**src/rtl/jack_pkg.sv**
```systemverilog
package jack_pkg;
  localparam logic [7:0] ADDR_STATUS = 8'h00;
  localparam logic [7:0] ADDR_JACK   = 8'h01;
  localparam logic [7:0] ADDR_IRQEN  = 8'h04;
  localparam logic [7:0] ADDR_CFG    = 8'h25;
  localparam int FLAG_BIT   = 1;
  localparam int DET_EN_BIT = 7;

  typedef struct packed {
    logic clrAll;
    logic baseline;
    logic restart;
    logic inc;
    logic commit;
  } dbStrobe_t;
endpackage

```
**src/rtl/jack_ctrl.sv**
```systemverilog
module jack_ctrl
  import jack_pkg::*;
(
  input  logic      clk,
  input  logic      rst_n,
  input  logic      detEn,
  input  logic      tickEn,
  input  logic      codeMoved,
  input  logic      candFresh,
  input  logic      atLimit,
  output dbStrobe_t strobe
);
  logic basePending;

  always_ff @(posedge clk or negedge rst_n) begin
    if (!rst_n)               basePending <= 1'b1;
    else if (!detEn)          basePending <= 1'b1;
    else if (strobe.baseline) basePending <= 1'b0;
  end

  always_comb begin
    strobe = '0;
    if (!detEn)                 strobe.clrAll   = 1'b1;
    else if (basePending)       strobe.baseline = 1'b1;
    else if (codeMoved)         strobe.restart  = 1'b1;
    else if (candFresh && tickEn) begin
      if (atLimit) strobe.commit = 1'b1;
      else         strobe.inc    = 1'b1;
    end
  end
endmodule

```
**src/rtl/jack_dp.sv**
```systemverilog
module jack_dp
  import jack_pkg::*;
#(
  parameter int BASE_TICKS = 25,
  parameter int SYNC_STAGES = 2
) (
  input  logic       clk,
  input  logic       rst_n,
  input  logic [1:0] senseCode,
  input  logic [7:0] regAddr,
  input  logic       regWrEn,
  input  logic [7:0] regWrData,
  input  logic       regRdEn,
  input  dbStrobe_t  strobe,
  output logic [7:0] regRdData,
  output logic       irqN,
  output logic       detEn,
  output logic       codeMoved,
  output logic       candFresh,
  output logic       atLimit,
  output logic [1:0] syncCode,
  output logic [1:0] candCode,
  output logic [1:0] jackCode,
  output logic       flag
);
  localparam int MAX_TICKS = BASE_TICKS * 8;
  localparam int CNT_W = $clog2(MAX_TICKS + 1);

  logic [1:0]       syncStage [SYNC_STAGES];
  logic [CNT_W-1:0] cnt;
  logic [CNT_W-1:0] limit;
  logic [7:0]       ieReg;
  logic [7:0]       cfgReg;
  logic             rdStatus;

  generate
    for (genvar i = 0; i < SYNC_STAGES; i++) begin : g_sync
      always_ff @(posedge clk or negedge rst_n) begin
        if (!rst_n)      syncStage[i] <= 2'b00;
        else if (i == 0) syncStage[i] <= senseCode;
        else             syncStage[i] <= syncStage[(i > 0) ? i - 1 : 0];
      end
    end
  endgenerate

  assign syncCode  = syncStage[SYNC_STAGES-1];
  assign detEn     = cfgReg[DET_EN_BIT];
  assign limit     = CNT_W'(BASE_TICKS) << cfgReg[1:0];
  assign atLimit   = (cnt == limit - CNT_W'(1));
  assign codeMoved = (syncCode != candCode);
  assign candFresh = (candCode != jackCode);
  assign rdStatus  = regRdEn && (regAddr == ADDR_STATUS);

  always_ff @(posedge clk or negedge rst_n) begin
    if (!rst_n) begin
      candCode <= 2'b00;
      jackCode <= 2'b00;
      cnt      <= '0;
    end else if (strobe.clrAll) begin
      candCode <= 2'b00;
      jackCode <= 2'b00;
      cnt      <= '0;
    end else if (strobe.baseline) begin
      candCode <= syncCode;
      jackCode <= syncCode;
      cnt      <= '0;
    end else if (strobe.restart) begin
      candCode <= syncCode;
      cnt      <= '0;
    end else if (strobe.commit) begin
      jackCode <= candCode;
      cnt      <= '0;
    end else if (strobe.inc) begin
      cnt <= cnt + CNT_W'(1);
    end
  end

  always_ff @(posedge clk or negedge rst_n) begin
    if (!rst_n) flag <= 1'b0;
    else        flag <= strobe.commit | (flag & ~rdStatus);
  end

  always_ff @(posedge clk or negedge rst_n) begin
    if (!rst_n) begin
      ieReg  <= '0;
      cfgReg <= '0;
    end else if (regWrEn) begin
      if (regAddr == ADDR_IRQEN) ieReg  <= regWrData;
      if (regAddr == ADDR_CFG)   cfgReg <= regWrData;
    end
  end

  always_ff @(posedge clk or negedge rst_n) begin
    if (!rst_n) regRdData <= '0;
    else if (regRdEn) begin
      case (regAddr)
        ADDR_STATUS: regRdData <= 8'(flag) << FLAG_BIT;
        ADDR_JACK:   regRdData <= {jackCode, 6'b0};
        ADDR_IRQEN:  regRdData <= ieReg;
        ADDR_CFG:    regRdData <= cfgReg;
        default:     regRdData <= '0;
      endcase
    end
  end

  assign irqN = ~(flag & ieReg[FLAG_BIT]);
endmodule

```
**src/rtl/jack_irq_ctrl.sv**
```systemverilog
module jack_irq_ctrl
  import jack_pkg::*;
#(
  parameter int BASE_TICKS = 25
) (
  input  logic       clk,
  input  logic       rst_n,
  input  logic       tickEn,
  input  logic [1:0] senseCode,
  input  logic [7:0] regAddr,
  input  logic       regWrEn,
  input  logic [7:0] regWrData,
  input  logic       regRdEn,
  output logic [7:0] regRdData,
  output logic       irqN
);
  dbStrobe_t  strobe;
  logic       detEn, codeMoved, candFresh, atLimit, flag;
  logic [1:0] syncCode, candCode, jackCode;

  jack_ctrl u_ctrl (
    .clk(clk), .rst_n(rst_n), .detEn(detEn), .tickEn(tickEn),
    .codeMoved(codeMoved), .candFresh(candFresh), .atLimit(atLimit),
    .strobe(strobe)
  );

  jack_dp #(.BASE_TICKS(BASE_TICKS), .SYNC_STAGES(2)) u_dp (
    .clk(clk), .rst_n(rst_n), .senseCode(senseCode),
    .regAddr(regAddr), .regWrEn(regWrEn), .regWrData(regWrData),
    .regRdEn(regRdEn), .strobe(strobe), .regRdData(regRdData),
    .irqN(irqN), .detEn(detEn), .codeMoved(codeMoved),
    .candFresh(candFresh), .atLimit(atLimit), .syncCode(syncCode),
    .candCode(candCode), .jackCode(jackCode), .flag(flag)
  );
endmodule

```
**config.mk**
```make
export PLATFORM = sky130hd
export DESIGN_NAME = jack_irq_ctrl
export DESIGN_NICKNAME = d
export VERILOG_FILES = /design/src/rtl/jack_pkg.sv /design/src/rtl/jack_ctrl.sv /design/src/rtl/jack_dp.sv /design/src/rtl/jack_irq_ctrl.sv
export SDC_FILE = /design/constraint.sdc
export NUM_CORES = 1
export LEC_CHECK = 0
export ABC_AREA = 1
export BUFFER_PORTS_ARGS = -buffer_cell sky130_fd_sc_hd__buf_2
export CORE_ASPECT_RATIO = 0.9
export CORE_MARGIN = 5
export CORE_UTILIZATION = 57
export DETAILED_ROUTE_END_ITERATION = 12
export PLACE_DENSITY_LB_ADDON = 0.05
export SETUP_SLACK_MARGIN = 0.5
export SLEW_MARGIN = 20
export SYNTH_ARGS = -nofsm -noshare
export SYNTH_HDL_FRONTEND = slang
export SYNTH_SLANG_ARGS = --single-unit
```
**constraint.sdc**
```tcl
create_clock -name clk -period 1.9 [get_ports clk]
set_input_delay 0.19 -clock clk [delete_from_list [all_inputs] [get_ports clk]]
set_output_delay 0.19 -clock clk [all_outputs]
set_load 0.005 [all_outputs]
```
==> reports/metrics.yaml, run 1 <==
vias: 1879
wl_um: 4720
intPower_w: 0.00158
synth-edff-count: 0
slowest_delay_ps: 420
antenna_found_initial: 0
fillerInstances: 325
crit_type: "flip-flop to flip-flop"
cp-start-kind: "flip-flop"
start_util: 0.604
r2r_cells: 12
synthCells: 295
clock_path_buffers: 2
crit_slowest_cell: "dfrtp_1"
syn_area_um2: 2280
grt_util_all_layers: 0.192
grt_max_degree: 22
cp-end-kind: "flip-flop"
drv_slew: 0
final_layout_size_suffix_gt1_frac: 0.228
diodes: 0
rrSetupSlack_ps: 350
irDropWorstVdd_uv: 700
seq_area_frac_synth: 0.461
die_w_um: 76.7
cp.required_ps: 2140
ant_nets: 0
routed.top_layer: "met4"
wl_met2_um: 2000
synth_flop_cell: "dfrtp_1"
hold_path_end: "u_dp.cfgReg[4]"
yosysWarnings: 0
synth_top_area_share: 0.449
setup_tns_ps: 0
fin_skew_ps: 10.9
hold_ws_ps: 101
ys_ff_latch: 42
dr.pass1.iters: 4
relSlewSlack: 0.689
sequentialPowerShare: 0.464
coreArea_um2: 3780
place_inst: 371
placed_area_um2: 2500
synth_cell_type_count: 28
p_per_area_nw_per_um2: 785
synth_nets: 322
cp_max_fo: 5
wl_met1_um: 2300
die-height_um: 70.1
min_path_cells: 3
globalplace.congestion: 0.873
syn_area_per_cell_um2: 7.74
worst_pin_slew_ps: 466
min_period_over_period: 0.818
r2r-start: "u_dp.cfgReg[1]"
area_growth_pct: 19.1
hp-start: "regWrData[4]"
async_flop_share: 1.00
clkSlewWorstSetupHoldPaths_ps: 80
drtIter0Drc: 139
htree_levels: 2
dp_hpwl_um: 3560
io_pins: 32
cts_tree: "done"
rows: 21
crit_top_cell: "nand2_1"
met3_length_um: 355
power_frac_comb: 0.136
reg2reg_to: "u_dp.jackCode[0]"
die_area_um2: 5380
setup_viol: 0
gr-total-overflow: 0
grt_pass1_vias: 1803
cpLargestDelayFamily: "simple AND/OR/NAND/NOR gates"
leakage_nw: 1.53
cp.buffers_inverters: 2
avgRoutedWirePerCell_um: 12.2
clk-insertion-delay-late_ps: 310
crit_chain: "inv_2, ha_4, inv_2, nand2_1, nand2_1, nor2_1, nand2_1, nor2_4, nand2_4, nand2_4, nand2_1, o21ai_2"
period_needed_ps: 1550
nets: 368
final_cell_area_um2: 2720
grt_first_pass_wirelength_um: 8270
arrival_ps: 1790
netSwitchingFraction: 0.258
cts-root-buf: "clkbuf_8"
switchingPower_w: 0.000551
yosysMostFrequentCell: "nand2_1"
cts_sinks: 42
drv_cap: 0
hp-class: "input pin to flip-flop"
hold_viol_final: 0
drc: 0
fmax_mhz: 644
status: "finished, final reports clean"
ys_top_cells_by_count: "nand2_1, dfrtp_1, inv_1"
yosys.area.top_type: "dfrtp_1"
avgViaCountPerCell: 4.84
synthTopCellsByArea: "dfrtp_1, nand2_1, inv_1"
stdcell_count: 388
numCtsBuffers: 5
clkPwrFrac: 0.400
rsz0062_at_grt: "true"
io_buffers: 31
[area by class of cell]
cell class,count,area [µm²],share of cell area
clock buffer,5,68.8,0.0253
tap,46,57.6,0.0211
inverter,43,161,0.0593
clock inverter,3,68.8,0.0253
timing repair buffer,42,245,0.0901
multi-input combinational,207,1070,0.392
sequential,42,1050,0.387
[timing repair]
item                                   4_1_cts  5_1_grt
gates cloned                                 1        0
resized for setup                            2        0
setup endpoints to repair                   11       11
buffers inserted                             3        2
endpoints found under the hold margin       20        0
hold buffers                                 3        0
pin swaps                                    1        0
[cell usage in the layout (no fill, tap or decap), types with 2 or more instances in the layout]
| cell type | n |
|---|---|
| nand3_1 | 19 |
| buf_4 | 8 |
| xnor2_1 | 2 |
| o21ai_2 | 5 |
| ha_1 | 3 |
| nand2_2 | 5 |
| nand4_1 | 10 |
| bufinv_16 | 2 |
| clkbuf_8 | 5 |
| o21ai_0 | 10 |
| dfrtp_1 | 41 |
| nor2_4 | 4 |
| buf_2 | 31 |
| o21ai_1 | 4 |
| inv_1 | 35 |
| nand2_4 | 3 |
| xor2_1 | 3 |
| dlygate4sd3_1 | 3 |
| nor2_1 | 14 |
| nand2_1 | 116 |
| inv_2 | 8 |
[power groups by stage]
stage | Sequential [W] | Combinational [W] | Clock (W)
2_1_floorplan | 0.000995 | 0.000189 | 0
3_3_place_gp | 0.00101 | 0.000267 | 0
3_5_place_dp | 0.00100 | 0.000275 | 0
4_1_cts | 0.000990 | 0.000287 | 0.000873
5_1_grt | 0.000998 | 0.000331 | 0.000922
6_report | 0.000991 | 0.000290 | 0.000854
[cell families (layout without fill, tap and decap cells)]
| kind of cell | after synthesis | count (layout) | share of synthesized area |
|---|---|---|---|
| buffers and inverters | 47 | 93 | 0.0838 |
| AO/OA/AOI/OAI | 21 | 21 | 0.0564 |
| adder cells (fa/ha/maj) | 4 | 4 | 0.0219 |
| flip-flops | 42 | 42 | 0.461 |
| XOR/XNOR | 5 | 5 | 0.0192 |
| AND/OR/NAND/NOR | 176 | 177 | 0.358 |
[worst min-delay path, stage by stage]
cell     delay (ps)
buf_2            90
nand2_2          50
o21ai_2          40
[per-layer routing]
metal	global-route usage	vias to the layer above
li1	-	1003
met1	0.279	815
met2	0.274	55
met3	0.0553	6
met4	0.0583	0
met5	0	-
[worst max-delay path by stage]
stage,depth (start not counted),endpoint,startpoint,slack (ps)
after floorplan,12,u_dp.jackCode[1],u_dp.cfgReg[1],470
after global placement,12,u_dp.jackCode[0],u_dp.cfgReg[0],350
after detailed placement,12,u_dp.jackCode[1],u_dp.cfgReg[0],330
after CTS,12,u_dp.jackCode[0],u_dp.cfgReg[1],360
after global routing,12,u_dp.jackCode[0],u_dp.cfgReg[1],190
final,12,u_dp.jackCode[0],u_dp.cfgReg[1],350
[through the flow]
stage / worst slack (ps) / total power, W / util
floorplan: 469 / 0.00118 / -
global placement: 348 / 0.00127 / 0.662
detailed placement: 332 / 0.00128 / 0.662
CTS: 358 / 0.00215 / 0.715
global route: 190 / 0.00225 / 0.719
finish: 346 / 0.00214 / 0.719
[flip-flops by register name, indices dropped and copies added, names as in the netlist]
signal / cells
u_dp.cnt: 8
u_dp.candCode: 2
u_dp.cfgReg: 8
u_dp.jackCode: 2
u_dp.flag: 1
u_dp.ieReg: 8
u_ctrl.basePending: 1
u_dp.regRdData: 8
u_dp.syncCode: 2
u_dp.syncStage: 2
No activity file was read; power rests on OpenSTA's default activity.
==> run 2: changes to the inputs <==
Clock period 1.9 ns to 1.45 ns, I/O delays scaled along.
==> run 2 against run 1 <==
Flip-flop and latch count is the same; clock skew shrank 3.5 ps; critical path type unchanged; register-to-register slack lost 440 ps; wire length grew 27%; maximum frequency grew 0.97%; the flow now finishes with violations (negative setup slack); largest cell class unchanged; utilization grew 11 points; critical path depth is the same; hold slack lost 18 ps; first-iteration DRC count shrank 8.6%; clock-buffer cell count grew 2; via count grew 16%.
==> reports/metrics.yaml, run 2 (synthesis results as in run 1) <==
violations: "negative setup slack"
final_cell_mix: "nand2_1, dfrtp_1, inv_1"
clkPwrFrac: 0.309  # -0.091
rsz0062_at_grt: "true"
cp.buffers_inverters: 2  # unchanged
crit_chain: "inv_2, ha_4, inv_2, nand2_1, nand2_1, nor2_1, nand2_1, nor2_4, nand2_4, nand2_4, nand2_2, o21ai_2"
io_pins: 32  # unchanged
numCtsBuffers: 5  # unchanged
grt_util_all_layers: 0.209  # +0.0173
relSlewSlack: 0.789  # +0.0997
drc: 0  # unchanged
drv_slew: 0  # unchanged
antenna_found_initial: 0  # unchanged
final_util: 0.831  # +0.112
nets: 401  # +9.0%
hp-class: "input pin to flip-flop"
crit_type: "flip-flop to flip-flop"
p_per_area_nw_per_um2: 817  # +4.1%
intPower_w: 0.00183  # +15%
dp_slack_ps: -88.8  # -421 ps
crit_top_cell: "nand2_1"
dr.pass1.iters: 4  # unchanged
cp-start-kind: "flip-flop"
place_inst: 386  # +4.0%
r2r_cells: 12  # unchanged
final_common_cell: "nand2_1"
avgRoutedWirePerCell_um: 14.3  # +17%
stdcell_count: 421  # +8.5%
leakage_nw: 1.75  # +14%
vias: 2187  # +16%
drv_cap: 0  # unchanged
start_util: 0.604  # unchanged
drtIter0Drc: 127  # -8.6%
rrSetupSlack_ps: -90  # -440 ps
sequentialPowerShare: 0.504  # +0.040
rows: 21  # unchanged
cts_sinks: 42  # unchanged
diodes: 0  # unchanged
grt_first_pass_wirelength_um: 9090  # +9.9%
clock_path_buffers: 2  # unchanged
fmax_mhz: 650  # +0.97%
hold_viol_final: 0  # unchanged
clkSlewWorstSetupHoldPaths_ps: 80  # about the same
cp.required_ps: 1690  # -450 ps
power_frac_comb: 0.187  # +0.051
wl_um: 6010  # +27%
grt_pass1_vias: 2003  # +11%
ant_nets: 0  # unchanged
arrival_ps: 1770  # -20 ps
coreArea_um2: 3780  # unchanged
hold_path_end: "u_dp.cfgReg[3]"
globalplace.congestion: 0.894  # +2.4%
setup_viol: 11  # +11
cts-root-buf: "clkbuf_8"
slowest_delay_ps: 390  # -30 ps
min_path_cells: 3  # unchanged
cpLargestDelayFamily: "simple AND/OR/NAND/NOR gates"
cp-end-kind: "flip-flop"
netSwitchingFraction: 0.290  # +0.0317
hp-start: "regWrData[3]"
htree_levels: 2  # unchanged
period_needed_ps: 1540  # -14.9 ps
die_area_um2: 5380  # unchanged
die_w_um: 76.7  # unchanged
fin_skew_ps: 7.36  # -3.50 ps
clk-insertion-delay-late_ps: 300  # about the same
reg2reg_to: "u_dp.jackCode[0]"
worst_pin_slew_ps: 314  # -152 ps
multiInputGateArea_um2: 1210  # +13%
switchingPower_w: 0.000745  # +35%
cp_max_fo: 5  # unchanged
min_period_over_period: 1.06  # +0.243
status: "complete, but fails checks"
gr-total-overflow: 0  # unchanged
io_buffers: 31  # unchanged
setup_tns_ps: -764  # -764 ps
avgViaCountPerCell: 5.19  # +7.3%
seq_area_um2: 1050  # unchanged
r2r-start: "u_dp.cfgReg[1]"
grt_max_degree: 28  # +27%
irDropWorstVdd_uv: 828  # +18%
crit_slowest_cell: "dfrtp_1"
area_growth_pct: 37.7
cts_tree: "done"
dp_hpwl_um: 3650  # +2.6%
die-height_um: 70.1  # unchanged
final_layout_size_suffix_gt1_frac: 0.368  # +0.140
fillerInstances: 236  # -27%
setup_ws_ps: -88.7  # -435 ps
## run 2: changes by cell type in the layout (fill, tap and decap cells not counted), moves of 2 or more
cell / delta
nand2_1: -8
buf_2: -4
nand3_2: +10
buf_6: +6
nand2_2: +4
nor2_2: +2
nand3_1: -10
o21ai_0: -6
buf_4: +26
nor2_1: -3
buf_12: +2
o21ai_2: +4
bufinv_16: -2
nand2_4: +3
## run 2: timing repair
action / CTS / global route
hold buffers: 3 / 0
gates resized for setup: 10 / 35
endpoints found under the hold margin: 17 / 0
cloned: 2 / 1
setup buffers: 11 / 10
setup endpoints to repair: 37 / 44
pin swaps: 5 / 4
## run 2: cell type report
class                      count  share of cell area
multi-input combinational    207               0.385
tap                           46              0.0183
sequential                    42               0.335
clock inverter                 1             0.00159
clock buffer                   7              0.0274
timing repair buffer          74               0.178
timing repair inverter         1             0.00239
inverter                      43              0.0529
## run 2: layer usage
| layer | GRT usage | share of wire |
|---|---|---|
| met1 | 0.294 | 0.43 |
| met2 | 0.321 | 0.50 |
| met3 | 0.0411 | 0.057 |
| met4 | 0.0718 | 0.018 |
| met5 | 0 | 0 |
## run 2: tightest hold or removal path: stages
cell	delay [ps]
buf_2	100
nand2_2	60
o21ai_2	40
## run 2: worst max path at each step
| stage | from | cells past startpoint | endpoint | slack (ps) |
|---|---|---|---|---|
| 5_1_grt | u_dp.cfgReg[1] | 12 | u_dp.jackCode[0] | -220 |
| 3_3_place_gp | u_dp.cfgReg[1] | 12 | u_dp.jackCode[0] | -30 |
| 2_1_floorplan | u_dp.cfgReg[1] | 12 | u_dp.jackCode[1] | 20 |
| 6_report | u_dp.cfgReg[1] | 12 | u_dp.jackCode[0] | -90 |
| 3_5_place_dp | u_dp.cfgReg[1] | 12 | u_dp.jackCode[0] | -90 |
| 4_1_cts | u_dp.cfgReg[1] | 12 | u_dp.jackCode[0] | -40 |
## run 2: through the flow
stage	area, µm²	hold slack, ps	total power, W
2_1_floorplan	2340	-151	0.00156
3_3_place_gp	2680	84.3	0.00171
3_5_place_dp	2680	93.1	0.00172
4_1_cts	2930	80.1	0.00254
5_1_grt	3150	81.3	0.00270
6_report	3150	82.3	0.00257
## run 2: power by group through the flow
stage	Clock [W]	Sequential, W	Combinational [W]
detailed placement	0	0.00131	0.000409
floorplan	0	0.00130	0.000251
CTS	0.000807	0.00129	0.000439
global placement	0	0.00131	0.000398
finish	0.000795	0.00130	0.000480
global route	0.000865	0.00130	0.000534
